File: src/rtl/kwu_pkg.sv
package kwu_pkg;

    // per-channel flag state
    typedef enum logic [1:0] {
        ST_IDLE  = 2'd0,
        ST_LEVEL = 2'd1,
        ST_LATCH = 2'd2
    } chan_st_e;

    // channel indices inside two-bit vectors
    localparam int CH_A = 0;
    localparam int CH_B = 1;
    localparam int NUM_CH = 2;

    // control register bit positions
    localparam int CTRL_EN_A   = 0;
    localparam int CTRL_EN_B   = 1;
    localparam int CTRL_EDGE_A = 2;
    localparam int CTRL_EDGE_B = 3;
    localparam int CTRL_BITS   = 4;

endpackage

File: src/rtl/kwu_sync.sv
module kwu_sync #(
    parameter int W      = 26,
    parameter int STAGES = 2
) (
    input  logic         clk,
    input  logic         rst_n,
    input  logic [W-1:0] d,
    output logic [W-1:0] q
);

    logic [W-1:0] stg [STAGES];

    always_ff @(posedge clk or negedge rst_n) begin
        if (!rst_n) begin
            for (int s = 0; s < STAGES; s++) begin
                stg[s] <= '1;
            end
        end else begin
            stg[0] <= d;
            for (int s = 1; s < STAGES; s++) begin
                stg[s] <= stg[s-1];
            end
        end
    end

    assign q = stg[STAGES-1];

endmodule

File: src/rtl/kwu_regs.sv
module kwu_regs
    import kwu_pkg::*;
#(
    parameter int NUM_KEY  = 16,
    parameter int NUM_WAKE = 8,
    parameter int DW       = 8,
    parameter int AW       = 3
) (
    input  logic                clk,
    input  logic                rst_n,
    input  logic                we,
    input  logic [AW-1:0]       addr,
    input  logic [DW-1:0]       wdata,
    output logic [DW-1:0]       rdata,
    output logic [NUM_KEY-1:0]  key_mask,
    output logic [NUM_WAKE-1:0] wake_mask,
    output logic [NUM_CH-1:0]   en,
    output logic [NUM_CH-1:0]   edge_mode
);

    localparam int KEY_REGS  = NUM_KEY / DW;
    localparam int WAKE_REGS = NUM_WAKE / DW;
    localparam int MASK_REGS = KEY_REGS + WAKE_REGS;
    localparam logic [AW-1:0] CTRL_ADDR = AW'(MASK_REGS);

    logic [DW-1:0]        bank [MASK_REGS];
    logic [CTRL_BITS-1:0] ctrl_q;

    always_ff @(posedge clk or negedge rst_n) begin
        if (!rst_n) begin
            for (int i = 0; i < MASK_REGS; i++) begin
                bank[i] <= '1;
            end
            ctrl_q <= '0;
        end else if (we) begin
            for (int i = 0; i < MASK_REGS; i++) begin
                if (addr == AW'(i)) begin
                    bank[i] <= wdata;
                end
            end
            if (addr == CTRL_ADDR) begin
                ctrl_q <= wdata[CTRL_BITS-1:0];
            end
        end
    end

    genvar gk;
    generate
        for (gk = 0; gk < KEY_REGS; gk++) begin : g_key
            assign key_mask[gk*DW +: DW] = bank[gk];
        end
        for (gk = 0; gk < WAKE_REGS; gk++) begin : g_wake
            assign wake_mask[gk*DW +: DW] = bank[KEY_REGS + gk];
        end
    endgenerate

    assign en[CH_A]        = ctrl_q[CTRL_EN_A];
    assign en[CH_B]        = ctrl_q[CTRL_EN_B];
    assign edge_mode[CH_A] = ctrl_q[CTRL_EDGE_A];
    assign edge_mode[CH_B] = ctrl_q[CTRL_EDGE_B];

    always_comb begin
        rdata = '0;
        for (int i = 0; i < MASK_REGS; i++) begin
            if (addr == AW'(i)) begin
                rdata = bank[i];
            end
        end
        if (addr == CTRL_ADDR) begin
            rdata = DW'(ctrl_q);
        end
    end

endmodule

File: src/rtl/kwu_line_merge.sv
module kwu_line_merge
    import kwu_pkg::*;
#(
    parameter int NUM_KEY  = 16,
    parameter int NUM_WAKE = 8,
    parameter int PIN_A_KEY = 6
) (
    input  logic [NUM_KEY-1:0]  key_s,
    input  logic [NUM_WAKE-1:0] wake_s,
    input  logic                pin_a_s,
    input  logic                pin_b_s,
    input  logic [NUM_KEY-1:0]  key_mask,
    input  logic [NUM_WAKE-1:0] wake_mask,
    output logic [NUM_CH-1:0]   line_n
);

    localparam int KEY_LO = NUM_KEY / 2;

    logic [KEY_LO-1:0]         lo_act;
    logic [NUM_KEY-KEY_LO-1:0] hi_act;
    logic [NUM_WAKE-1:0]       wk_act;
    logic                      pin_a_act;
    logic                      pin_b_act;
    logic                      b_all_masked;

    // a source is active when its pin is low and its mask bit is 0
    assign lo_act = ~key_s[KEY_LO-1:0] & ~key_mask[KEY_LO-1:0];
    assign hi_act = ~key_s[NUM_KEY-1:KEY_LO] & ~key_mask[NUM_KEY-1:KEY_LO];
    assign wk_act = ~wake_s & ~wake_mask;

    // channel A pin rides on the gate of its shared key position
    assign pin_a_act = ~pin_a_s & ~key_mask[PIN_A_KEY];

    // channel B pin is blocked unless every source sharing the line is masked
    assign b_all_masked = (&key_mask[NUM_KEY-1:KEY_LO]) & (&wake_mask);
    assign pin_b_act    = ~pin_b_s & b_all_masked;

    assign line_n[CH_A] = ~((|lo_act) | pin_a_act);
    assign line_n[CH_B] = ~((|hi_act) | (|wk_act) | pin_b_act);

endmodule

File: src/rtl/kwu_chan_fsm.sv
module kwu_chan_fsm
    import kwu_pkg::*;
(
    input  logic clk,
    input  logic rst_n,
    input  logic line_n,
    input  logic edge_mode,
    input  logic clr,
    output logic line_prev,
    output logic flag,
    output logic latched
);

    chan_st_e state_q;
    chan_st_e state_d;
    logic     fell;

    assign fell = line_prev & ~line_n;

    // state register and edge history
    always_ff @(posedge clk or negedge rst_n) begin
        if (!rst_n) begin
            state_q   <= ST_IDLE;
            line_prev <= 1'b1;
        end else begin
            state_q   <= state_d;
            line_prev <= line_n;
        end
    end

    // transitions
    always_comb begin
        state_d = state_q;
        unique case (state_q)
            ST_IDLE, ST_LEVEL: begin
                if (edge_mode) begin
                    state_d = fell ? ST_LATCH : ST_IDLE;
                end else begin
                    state_d = line_n ? ST_IDLE : ST_LEVEL;
                end
            end
            ST_LATCH: begin
                // a fresh edge outranks the clear
                if (clr && !fell) begin
                    state_d = ST_IDLE;
                end
            end
            default: state_d = ST_IDLE;
        endcase
    end

    // outputs
    always_comb begin
        flag    = (state_q != ST_IDLE);
        latched = (state_q == ST_LATCH);
    end

endmodule

File: src/rtl/kwu_irq_merge.sv
module kwu_irq_merge
    import kwu_pkg::*;
#(
    parameter int NUM_KEY     = 16,
    parameter int NUM_WAKE    = 8,
    parameter int DW          = 8,
    parameter int AW          = 3,
    parameter int SYNC_STAGES = 2,
    parameter int PIN_A_KEY   = 6
) (
    input  logic                clk,
    input  logic                rst_n,
    input  logic [NUM_KEY-1:0]  key_n,
    input  logic [NUM_WAKE-1:0] wake_n,
    input  logic                irq6_n,
    input  logic                irq7_n,
    input  logic                cfg_we,
    input  logic [AW-1:0]       cfg_addr,
    input  logic [DW-1:0]       cfg_wdata,
    output logic [DW-1:0]       cfg_rdata,
    input  logic [NUM_CH-1:0]   flag_clr,
    output logic                req6,
    output logic                req7
);

    localparam int SYNC_W = NUM_KEY + NUM_WAKE + 2;

    logic [SYNC_W-1:0]   raw_vec;
    logic [SYNC_W-1:0]   sync_vec;
    logic [NUM_KEY-1:0]  key_s;
    logic [NUM_WAKE-1:0] wake_s;
    logic                pin_a_s;
    logic                pin_b_s;
    logic [NUM_KEY-1:0]  key_mask;
    logic [NUM_WAKE-1:0] wake_mask;
    logic [NUM_CH-1:0]   en_q;
    logic [NUM_CH-1:0]   edge_mode;
    logic [NUM_CH-1:0]   line_n;
    logic [NUM_CH-1:0]   line_q;
    logic [NUM_CH-1:0]   flag;
    logic [NUM_CH-1:0]   latched;
    logic [NUM_CH-1:0]   req_vec;

    assign raw_vec = {irq7_n, irq6_n, wake_n, key_n};

    kwu_sync #(
        .W      (SYNC_W),
        .STAGES (SYNC_STAGES)
    ) u_sync (
        .clk   (clk),
        .rst_n (rst_n),
        .d     (raw_vec),
        .q     (sync_vec)
    );

    assign {pin_b_s, pin_a_s, wake_s, key_s} = sync_vec;

    kwu_regs #(
        .NUM_KEY  (NUM_KEY),
        .NUM_WAKE (NUM_WAKE),
        .DW       (DW),
        .AW       (AW)
    ) u_regs (
        .clk       (clk),
        .rst_n     (rst_n),
        .we        (cfg_we),
        .addr      (cfg_addr),
        .wdata     (cfg_wdata),
        .rdata     (cfg_rdata),
        .key_mask  (key_mask),
        .wake_mask (wake_mask),
        .en        (en_q),
        .edge_mode (edge_mode)
    );

    kwu_line_merge #(
        .NUM_KEY   (NUM_KEY),
        .NUM_WAKE  (NUM_WAKE),
        .PIN_A_KEY (PIN_A_KEY)
    ) u_merge (
        .key_s     (key_s),
        .wake_s    (wake_s),
        .pin_a_s   (pin_a_s),
        .pin_b_s   (pin_b_s),
        .key_mask  (key_mask),
        .wake_mask (wake_mask),
        .line_n    (line_n)
    );

    genvar gc;
    generate
        for (gc = 0; gc < NUM_CH; gc++) begin : g_ch
            kwu_chan_fsm u_fsm (
                .clk       (clk),
                .rst_n     (rst_n),
                .line_n    (line_n[gc]),
                .edge_mode (edge_mode[gc]),
                .clr       (flag_clr[gc]),
                .line_prev (line_q[gc]),
                .flag      (flag[gc]),
                .latched   (latched[gc])
            );
            assign req_vec[gc] = flag[gc] & en_q[gc];
        end
    endgenerate

    assign req6 = req_vec[CH_A];
    assign req7 = req_vec[CH_B];

endmodule

File: config.mk
export PLATFORM = sky130hd
export DESIGN_NAME = kwu_irq_merge
export DESIGN_NICKNAME = d
export VERILOG_FILES = /design/src/rtl/kwu_pkg.sv /design/src/rtl/kwu_sync.sv /design/src/rtl/kwu_regs.sv /design/src/rtl/kwu_line_merge.sv /design/src/rtl/kwu_chan_fsm.sv /design/src/rtl/kwu_irq_merge.sv
export SDC_FILE = /design/constraint.sdc
export NUM_CORES = 1
export LEC_CHECK = 0
export ABC_AREA = 1
export CORE_MARGIN = 1.5
export CORE_UTILIZATION = 57
export DETAILED_ROUTE_END_ITERATION = 10
export MAX_ROUTING_LAYER = met4
export PLACE_DENSITY = 0.92
export SETUP_SLACK_MARGIN = 0.3
export SYNTH_ARGS = -nofsm -noshare
export SYNTH_HDL_FRONTEND = slang
export SYNTH_SLANG_ARGS = --single-unit
File: constraint.sdc
create_clock -name clk -period 2.1 [get_ports clk]
set_input_delay 0.525 -clock clk [delete_from_list [all_inputs] [get_ports clk]]
set_output_delay 0.525 -clock clk [all_outputs]
set_load 0.005 [all_outputs]
==> flow_summary.json, run 1 <==
{
  "cts_buffers": 9,
  "layout_commonest_cell": "dfstp_2",
  "synth_cell_types": 22,
  "r2r-start": "u_regs.wake_mask[3]",
  "hold_viol": 0,
  "via_per_inst": 5.32,
  "drv_slew": 0,
  "rr_worst_depth": 10,
  "r2r_setup_slack_ps": 580,
  "finalWirelength_mm": 7.38,
  "drive_above_1_share_pct": 51.8,
  "dp_cells": 405,
  "nets": 406,
  "outcome": "complete, no violations",
  "worstPathArrival_ps": 1490,
  "wl_per_cell_um": 16.7,
  "end_kind": "output pin",
  "cp.required_ps": 1570,
  "intPower_mw": 2.73,
  "yosysTopAreaCellShare_pct": 63.0,
  "clock_power_share_pct": 29.8,
  "clk_pin_slew_worst_paths_ps": 80,
  "irDropWorstVdd_uv": 572,
  "dr.pass1.iters": 4,
  "rsz0062_at_grt": "yes",
  "start_kind": "primary input",
  "antenna_found_initial": 0,
  "synth_nets": 324,
  "grt_pass1_vias": 2382,
  "synth.largest_area_cell": "dfstp_2",
  "pwr-share-comb_pct": 14.3,
  "cts_max_level": 3,
  "critPathKind": "primary input to output pin",
  "fin_skew_ps": 10.1,
  "path_cells": "buf_8 -> nor2_4 -> nand2_2 -> inv_4 -> buf_6 -> nand2_1 -> o211ai_1 -> buf_2",
  "maxCapViolCount": 0,
  "io_pins": 52,
  "setup_violations": 0,
  "diodes": 0,
  "synth_area_leaders": "dfstp_2 (63%), nand2_1 (8.1%), o21ai_2 (6.5%)",
  "ant_nets": 0,
  "cp_max_fo": 5,
  "die-width_um": 78.5,
  "vias": 2344,
  "grt_max_degree": 40,
  "worst_hold_path_type": "primary input to async pin",
  "slew_headroom_pct": 68.4,
  "dp_hpwl_mm": 4.22,
  "worst_pin_slew_ps": 474,
  "rows": 27,
  "dieArea_um2": 6170,
  "synth_area_um2": 3250,
  "syn2layout_area_growth_pct": 32.9,
  "initial_core_util_pct": 59.1,
  "yosysSeqAreaShare_pct": 69.2,
  "cts_buffer_depth": 2,
  "io_buffers": 51,
  "p_switching_uw": 985,
  "cts_root_buf": "clkbuf_8",
  "gp_congestion": 0.921,
  "grt_pass1_wl_mm": 11.3,
  "power_mw": 3.72,
  "synth.avg_cell_area_um2": 11.5,
  "final_cell_mix": "dfstp_2 (78), nand2_1 (56), nor2_1 (40)",
  "synth_cells": 282,
  "drc_errors": 0,
  "core-area_um2": 5510,
  "crit_buf_inv": 4,
  "p_seq_share_pct": 56.0,
  "clk_latency_ps": 360,
  "reg2reg_to": "g_ch[1].u_fsm.state_q[1]",
  "fin_util_pct": 78.5,
  "synth-seq-cells": 86,
  "min_period_over_period_pct": 95.8,
  "clkSinkCount": 86,
  "cpLargestDelayFamily": "buffers and inverters",
  "cts_tree": "done",
  "fin_cells": 441,
  "slowest_stage": "nor2_4",
  "period_needed_ps": 2010,
  "p_leak_nw": 1.94,
  "grt_overflow_total": 0,
  "power.density_nw_per_um2": 860,
  "max_freq_mhz": 497,
  "drt_iter0_drc": 190,
  "hold_buffers": 0,
  "yosys_warnings": 0,
  "die_height_um": 78.5,
  "grt.total_usage_pct": 26.0,
  "slowest_delay_ps": 180,
  "switching_share_pct": 26.5,
  "hold_ws_ps": 118
}
[synth_stat cells]
master,count
inv_4,3
dfrtp_1,8
nand2_1,70
nand3_1,2
o21ai_1,1
nor2_1,40
nor2_2,2
nand3_2,1
o211ai_1,4
nand2_4,3
o21ai_0,3
buf_6,3
inv_1,21
o21ai_2,24
nand2_2,6
o22ai_1,2
nand4_1,4
o2111ai_1,2
a22oi_1,1
nor3_2,2
or2_1,2
dfstp_2,78
[cells by family after synthesis]
group / after synthesis / share of synthesized area [%]
compound gates: 37 / 9.15
simple gates: 132 / 17.7
buf+inv: 27 / 4.04
flops: 86 / 69.2
[per-stage QoR]
stage,instance area [um^2],setup TNS (ps),setup WS [ps]
finish,4320,0,87.7
global route,4320,0,50.7
CTS,4180,0,180
detailed placement,3850,-4350,-597
global placement,3850,-4020,-556
floorplan,3250,0,561
[registers in the layout, summed over array words and instances (netlist names)]
name                  cells
g_ch.u_fsm.line_prev      2
g_ch.u_fsm.state_q        4
u_regs.ctrl_q             4
u_regs.key_mask          16
u_regs.wake_mask          8
u_sync.q                 26
u_sync.stg               26
[power by group through the flow]
stage	combinational (mW)	clock [mW]	sequential, mW
after floorplan	0.253	0	2.03
after global placement	0.441	0	2.08
after detailed placement	0.460	0	2.08
after CTS	0.494	1.13	2.05
after global routing	0.590	1.20	2.10
final	0.530	1.11	2.08
[final cells by class]
class                   count  area [um^2]
clock buffers              10          128
clock inverters             6         62.6
fillers                   302         1180
inverters                  24          108
multi-input cells         169          982
flip-flops and latches     86         2250
well taps                  72         90.1
repair buffers             74          704
[how the worst max path moves through the flow]
| stage | endpoint | slack, ps | start | cells past startpoint |
|---|---|---|---|---|
| floorplan | cfg_rdata[2] | 560 | cfg_addr[1] | 6 |
| global placement | cfg_rdata[2] | -560 | cfg_addr[1] | 8 |
| detailed placement | cfg_rdata[2] | -600 | cfg_addr[1] | 8 |
| CTS | cfg_rdata[5] | 180 | cfg_addr[1] | 6 |
| global route | cfg_rdata[5] | 50 | cfg_addr[2] | 8 |
| finish | cfg_rdata[2] | 90 | cfg_addr[2] | 8 |
[timing repair]
item,CTS,global route
hold endpoints to repair,0,0
setup buffers,15,5
pin swaps,7,12
cloned,0,0
endpoints found under the setup margin,10,8
gates resized for setup,67,28
[metal layers]
layer | vias up | wire (um) | track usage [%]
li1 | 1060 | - | -
met1 | 1162 | 2850 | 29.8
met2 | 92 | 3810 | 40.8
met3 | 30 | 377 | 5.81
met4 | 0 | 332 | 18.0
met5 | - | 0 | -
[worst reg2reg max path: stages, from the launching register on]
cell and delay, ps:
dfstp_2 540, buf_4 110, nor2_1 40, nor2_1 140, nand2_1 90, nor2_1 120
nand3_2 120, nand2_1 90, nand2_1 50, nand2_1 60, nand2_1 50
(Power assumes the default switching activity.)
==> run 2: changes to the inputs <==
CORE_UTILIZATION = 40   (was 57)
PLACE_DENSITY = 0.71   (was 0.92)
==> run 2 against run 1 <==
Compared with the run above:
- utilization shrank 24 points
- global-route usage shrank 9.3 points
- total power grew 1.9%
==> flow_summary.json, run 2 (synthesis results as in run 1) <==
{
  "outcome": "complete, no violations",
  "drive_above_1_share_pct": 49.7,
  "worst_hold_path_type": "primary input to async pin",
  "period_needed_ps": 1930,
  "ant_nets": 0,
  "post_dp_cell_area_um2": 3880,
  "fin_skew_ps": 9.45,
  "cts_buffers": 9,
  "io_pins": 52,
  "grt_pass1_vias": 2187,
  "fillers": 670,
  "dieArea_um2": 8680,
  "worst_pin_slew_ps": 392,
  "path_cells": "buf_8 -> inv_4 -> nor2_4 -> nand2_2 -> inv_4 -> buf_6 -> a22oi_2 -> o211ai_1 -> buf_2",
  "r2r-start": "u_regs.key_mask[8]",
  "core-area_um2": 7810,
  "crit_top_cell": "inv_4",
  "slowest_delay_ps": 160,
  "rows": 32,
  "wl_met3_um": 305,
  "r2r_setup_slack_ps": 670,
  "via_per_inst": 4.71,
  "drt_iter0_drc": 145,
  "worstPathArrival_ps": 1410,
  "grt.total_usage_pct": 16.7,
  "diodes": 0,
  "clk_pin_slew_worst_paths_ps": 80,
  "power_mw": 3.79,
  "grt_max_degree": 61,
  "min_period_over_period_pct": 91.9,
  "setup_violations": 0,
  "wl_met1_mm": 2.74,
  "cts_max_level": 3,
  "drc_errors": 0,
  "hold_viol": 0,
  "final_cell_mix": "dfstp_2 (78), nand2_1 (61), nor2_1 (40)",
  "end_kind": "output pin",
  "finalWirelength_mm": 6.47,
  "maxCapViolCount": 0,
  "cts_buffer_depth": 2,
  "drv_slew": 0,
  "nets": 398,
  "initial_core_util_pct": 41.7,
  "power.density_nw_per_um2": 890,
  "vias": 2178,
  "antenna_found_initial": 0,
  "design_area_um2": 4250,
  "cp.required_ps": 1570,
  "irDropWorstVdd_uv": 448,
  "clk_latency_ps": 360,
  "die_height_um": 93.2,
  "slowest_stage": "a22oi_2",
  "cp_max_fo": 4,
  "p_leak_nw": 1.87,
  "gp_congestion": 0.848,
  "dp_hpwl_mm": 4.37,
  "syn2layout_area_growth_pct": 30.7,
  "cts_tree": "done",
  "die-width_um": 93.2,
  "dr.pass1.iters": 4,
  "critPathKind": "primary input to output pin",
  "fin_util_pct": 54.5,
  "highest_layer": "met4",
  "slew_headroom_pct": 73.8,
  "hold_buffers": 0,
  "rsz0062_at_grt": "yes",
  "rr_worst_depth": 9,
  "layout_commonest_cell": "dfstp_2",
  "reg2reg_to": "g_ch[1].u_fsm.state_q[1]",
  "wl_met2_mm": 3.20,
  "start_kind": "primary input",
  "io_buffers": 51,
  "clkSinkCount": 86,
  "grt_overflow_total": 0,
  "cts_root_buf": "clkbuf_8",
  "grt_pass1_wl_mm": 10.5,
  "max_freq_mhz": 518,
  "wl_per_cell_um": 14.0,
  "cp-startpoint": "cfg_addr[1]"
}
run 2: worst max-delay path by stage:
stage / cells past startpoint / to
CTS: 9 / cfg_rdata[2]
floorplan: 6 / cfg_rdata[2]
global placement: 8 / cfg_rdata[2]
detailed placement: 8 / cfg_rdata[2]
global route: 9 / cfg_rdata[2]
finish: 9 / cfg_rdata[2]
run 2: power breakdown:
part,switching (mW),total [mW],internal [mW],leakage [nW]
clock network,0.562,1.23,0.665,0.111
logic,0.242,0.485,0.243,0.843
registers,0.149,2.07,1.93,0.918
run 2: cell type report:
class	instances	area, um^2	area share [%]
clock buffers	9	124	2.91
clock inverters	6	86.3	2.03
inverters	24	105	2.47
multi-input cells	169	947	22.3
flip-flops and latches	86	2250	52.9
well taps	102	128	3.00
repair buffers	66	613	14.4
run 2: timing repair:
item	4_1_cts	5_1_grt
setup buffers	13	0
endpoints found under the setup margin	10	8
pin swaps	10	8
gates resized for setup	72	11
run 2: per-layer routing:
metal | vias to the layer above | global-route usage [%]
met5 | - | -
met3 | 20 | 4.55
met1 | 1052 | 19.9
met2 | 67 | 25.7
met4 | 0 | 9.72
li1 | 1039 | -
run 2: critical path: cells and delay by family:
family | cells | cell delay [ps]
AOI/OAI and AO/OA | 2 | 300
buffers and inverters | 5 | 480
and+or+nand+nor | 2 | 100
run 2: stage by stage:
step | hold WS [ps] | TNS [ps] | instances | setup slack [ps]
final | 319 | 0 | 462 | 170
after global routing | 344 | 0 | 462 | 124
after CTS | 328 | 0 | 462 | 198
after detailed placement | 347 | -4220 | 434 | -594
after global placement | 347 | -4110 | 434 | -549
after floorplan | 229 | 0 | 282 | 561
==> run 3: changes to the inputs <==
PLACE_DENSITY = 0.7   (was 0.71)
SYNTH_HIERARCHICAL = 1   (was not set)
clock period = 2.15 ns   (was 2.1 ns; I/O delays follow)
==> run 3 against run 2 <==
Compared with the run above:
- worst hold slack worse by 190 ps
- critical path depth is 1 higher
- clock-buffer cell count is 2 higher
- clock skew is 7.0 ps lower
- utilization is 0.84 points lower
- largest cell class unchanged
- wire length is 10% higher
- sequential power is 3% lower
- final area is 5.2% higher
- non-clock buffer count is 17 higher
- via count is 12% higher
- clock power is 25% lower
==> flow_summary.json, run 3 <==
{
  "outcome": "complete, no violations",
  "synth_edf_count": 0,
  "dp_hpwl_mm": 4.87,
  "clk_pin_slew_worst_paths_ps": 70,
  "pre_cts_ws_ps": -622,
  "antenna_found_initial": 0,
  "rsz0062_at_grt": "yes",
  "grt_max_degree": 54,
  "max_freq_mhz": 511,
  "cp_max_fo": 3,
  "period_needed_ps": 1960,
  "via_per_inst": 4.70,
  "die_height_um": 96.5,
  "fin_tns_setup_ps": 0,
  "p_leak_nw": 1.97,
  "die-width_um": 96.5,
  "r2r_setup_slack_ps": 390,
  "cts_buffers": 9,
  "cts_max_level": 3,
  "grt_pass1_wl_mm": 11.6,
  "ant_nets": 0,
  "final_cell_mix": "nand2_1 (78), dfstp_2 (78), nor2_1 (49)",
  "synth_cells": 344,
  "io_buffers": 51,
  "grt_pass1_vias": 2496,
  "initial_core_util_pct": 42.0,
  "synth_area_leaders": "dfstp_2 (59%), nand2_1 (9.0%), buf_4 (5.8%)",
  "worst_pin_slew_ps": 417,
  "grt.total_usage_pct": 17.3,
  "synth_top_family_by_area": "simple AND/OR/NAND/NOR gates",
  "synth-xor-area-share_pct": 0,
  "gp_congestion": 0.905,
  "synth_cell_types": 23,
  "vias": 2432,
  "core-area_um2": 8340,
  "power.density_nw_per_um2": 775,
  "setup_violations": 0,
  "cts_tree": "done",
  "synthAdderAreaFrac_pct": 0,
  "clkSinkCount": 86,
  "synth-seq-cells": 86,
  "start_kind": "primary input",
  "nets": 450,
  "yosysMostFrequentCell": "nand2_1",
  "synth_area_um2": 3500,
  "drv_slew": 0,
  "finalWirelength_mm": 7.15,
  "yosysTopAreaCellShare_pct": 58.6,
  "maxCapViolCount": 0,
  "critPathKind": "primary input to output pin",
  "hold_viol": 0,
  "synth_nets": 386,
  "grt_overflow_total": 0,
  "yosys_warnings": 6,
  "clk_latency_ps": 350,
  "setup_ws_ps": 193,
  "yosysSeqAreaShare_pct": 64.3,
  "synth-compound-area-share_pct": 4.33,
  "fin_skew_ps": 2.44,
  "rows": 33,
  "cp.required_ps": 1610,
  "end_kind": "output pin",
  "slew_headroom_pct": 72.2,
  "drt_iter0_drc": 171,
  "min_period_over_period_pct": 91.0,
  "cts_buffer_depth": 2,
  "irDropWorstVdd_uv": 406,
  "synthMuxAreaShare_pct": 0,
  "wl_per_cell_um": 13.8,
  "power_mw": 3.46,
  "ys_async_sr_fraction_pct": 100,
  "ys.flop_type": "dfstp_2",
  "worst_hold_path_type": "primary input to async pin",
  "synthSimpleGateAreaFrac_pct": 21.5,
  "cts_root_buf": "clkbuf_8",
  "drive_above_1_share_pct": 44.9,
  "dieArea_um2": 9320,
  "diodes": 0,
  "yosys-top-cells-count": "nand2_1 (84), dfstp_2 (78), nor2_1 (50), inv_1 (30), buf_4 (27)",
  "synth.largest_area_cell": "dfstp_2",
  "fillers": 722,
  "worstPathArrival_ps": 1420,
  "fin_util_pct": 53.6,
  "synth.avg_cell_area_um2": 10.2,
  "drc_errors": 0,
  "dr.pass1.iters": 4,
  "syn2layout_area_growth_pct": 27.8,
  "io_pins": 52
}
[run 3: cell count changes in the layout (fill, tap and decap cells not counted), sizes merged, moves of 3 or more]
cell	delta
nand3	+20
o211ai	-4
nor2	+13
inv	+9
nand2	+6
clkdlybuf4s15	+3
o21ai	-7
buf	+16
[run 3: cell type report]
cell class	count	area, um^2	share of cell area (%)
clock buffers	11	131	2.94
clock inverters	4	23.8	0.531
inverters	33	126	2.83
multi-input cells	195	1010	22.7
flip-flops and latches	86	2250	50.3
well taps	105	131	2.94
repair buffers	83	796	17.8
[run 3: report_power, final]
part           switching [mW]  leakage [nW]  internal (mW)  total [mW]
logic                   0.265         0.974          0.273       0.538
registers               0.121         0.918           1.88        2.00
clock network           0.516        0.0795          0.410       0.926
total                   0.901          1.97           2.56        3.46
[run 3: routing by layer]
layer | part of all wire (%) | vias up | global-route usage (%)
met5 | 0 | - | -
li1 | - | 1159 | -
met4 | 1.6 | 0 | 6.28
met3 | 7.1 | 11 | 4.62
met2 | 50 | 84 | 26.4
met1 | 41 | 1178 | 22.2
[run 3: through the flow]
step | hold slack [ps] | cell area [um^2] | std cells
2_1_floorplan | 242 | 3500 | 344
3_3_place_gp | 346 | 4000 | 480
3_5_place_dp | 347 | 4000 | 480
4_1_cts | 130 | 4380 | 514
5_1_grt | 156 | 4470 | 517
6_report | 133 | 4470 | 517
[run 3: path summary, 6_finish.rpt]
check | start | end | cells after the start
worst max-delay path | cfg_addr[2] | cfg_rdata[3] | 10
worst min-delay path | rst_n | g_ch[0].u_fsm/state_q[1] | 1
min in group clk | u_sync/stg[46] | u_sync/q[20] | 0
worst max register to register | u_regs/key_mask[9] | g_ch[1].u_fsm/state_q[1] | 12
max in group asynchronous | rst_n | u_sync/q[12] | 2
worst min register to register | u_sync/stg[46] | u_sync/q[20] | 0
[run 3: logic make-up after synthesis]
group	after synthesis
AOI/OAI and AO/OA	23
buffers and inverters	63
DFF	86
and+or+nand+nor	172
[run 3: worst max-delay path: stages]
cell and delay, ps:
buf_8 110, nor2_4 140, buf_6 120, buf_6 100
buf_6 90, nand3_2 60, nand2_2 80, inv_2 40
nand2_2 50, buf_6 90
[run 3: what timing repair did]
item	in CTS	in global routing
buffers inserted	19	3
pin swaps	10	7
setup endpoints to repair	10	9
hold buffers	0	0
endpoints found under the hold margin	0	0
resized for setup	75	24
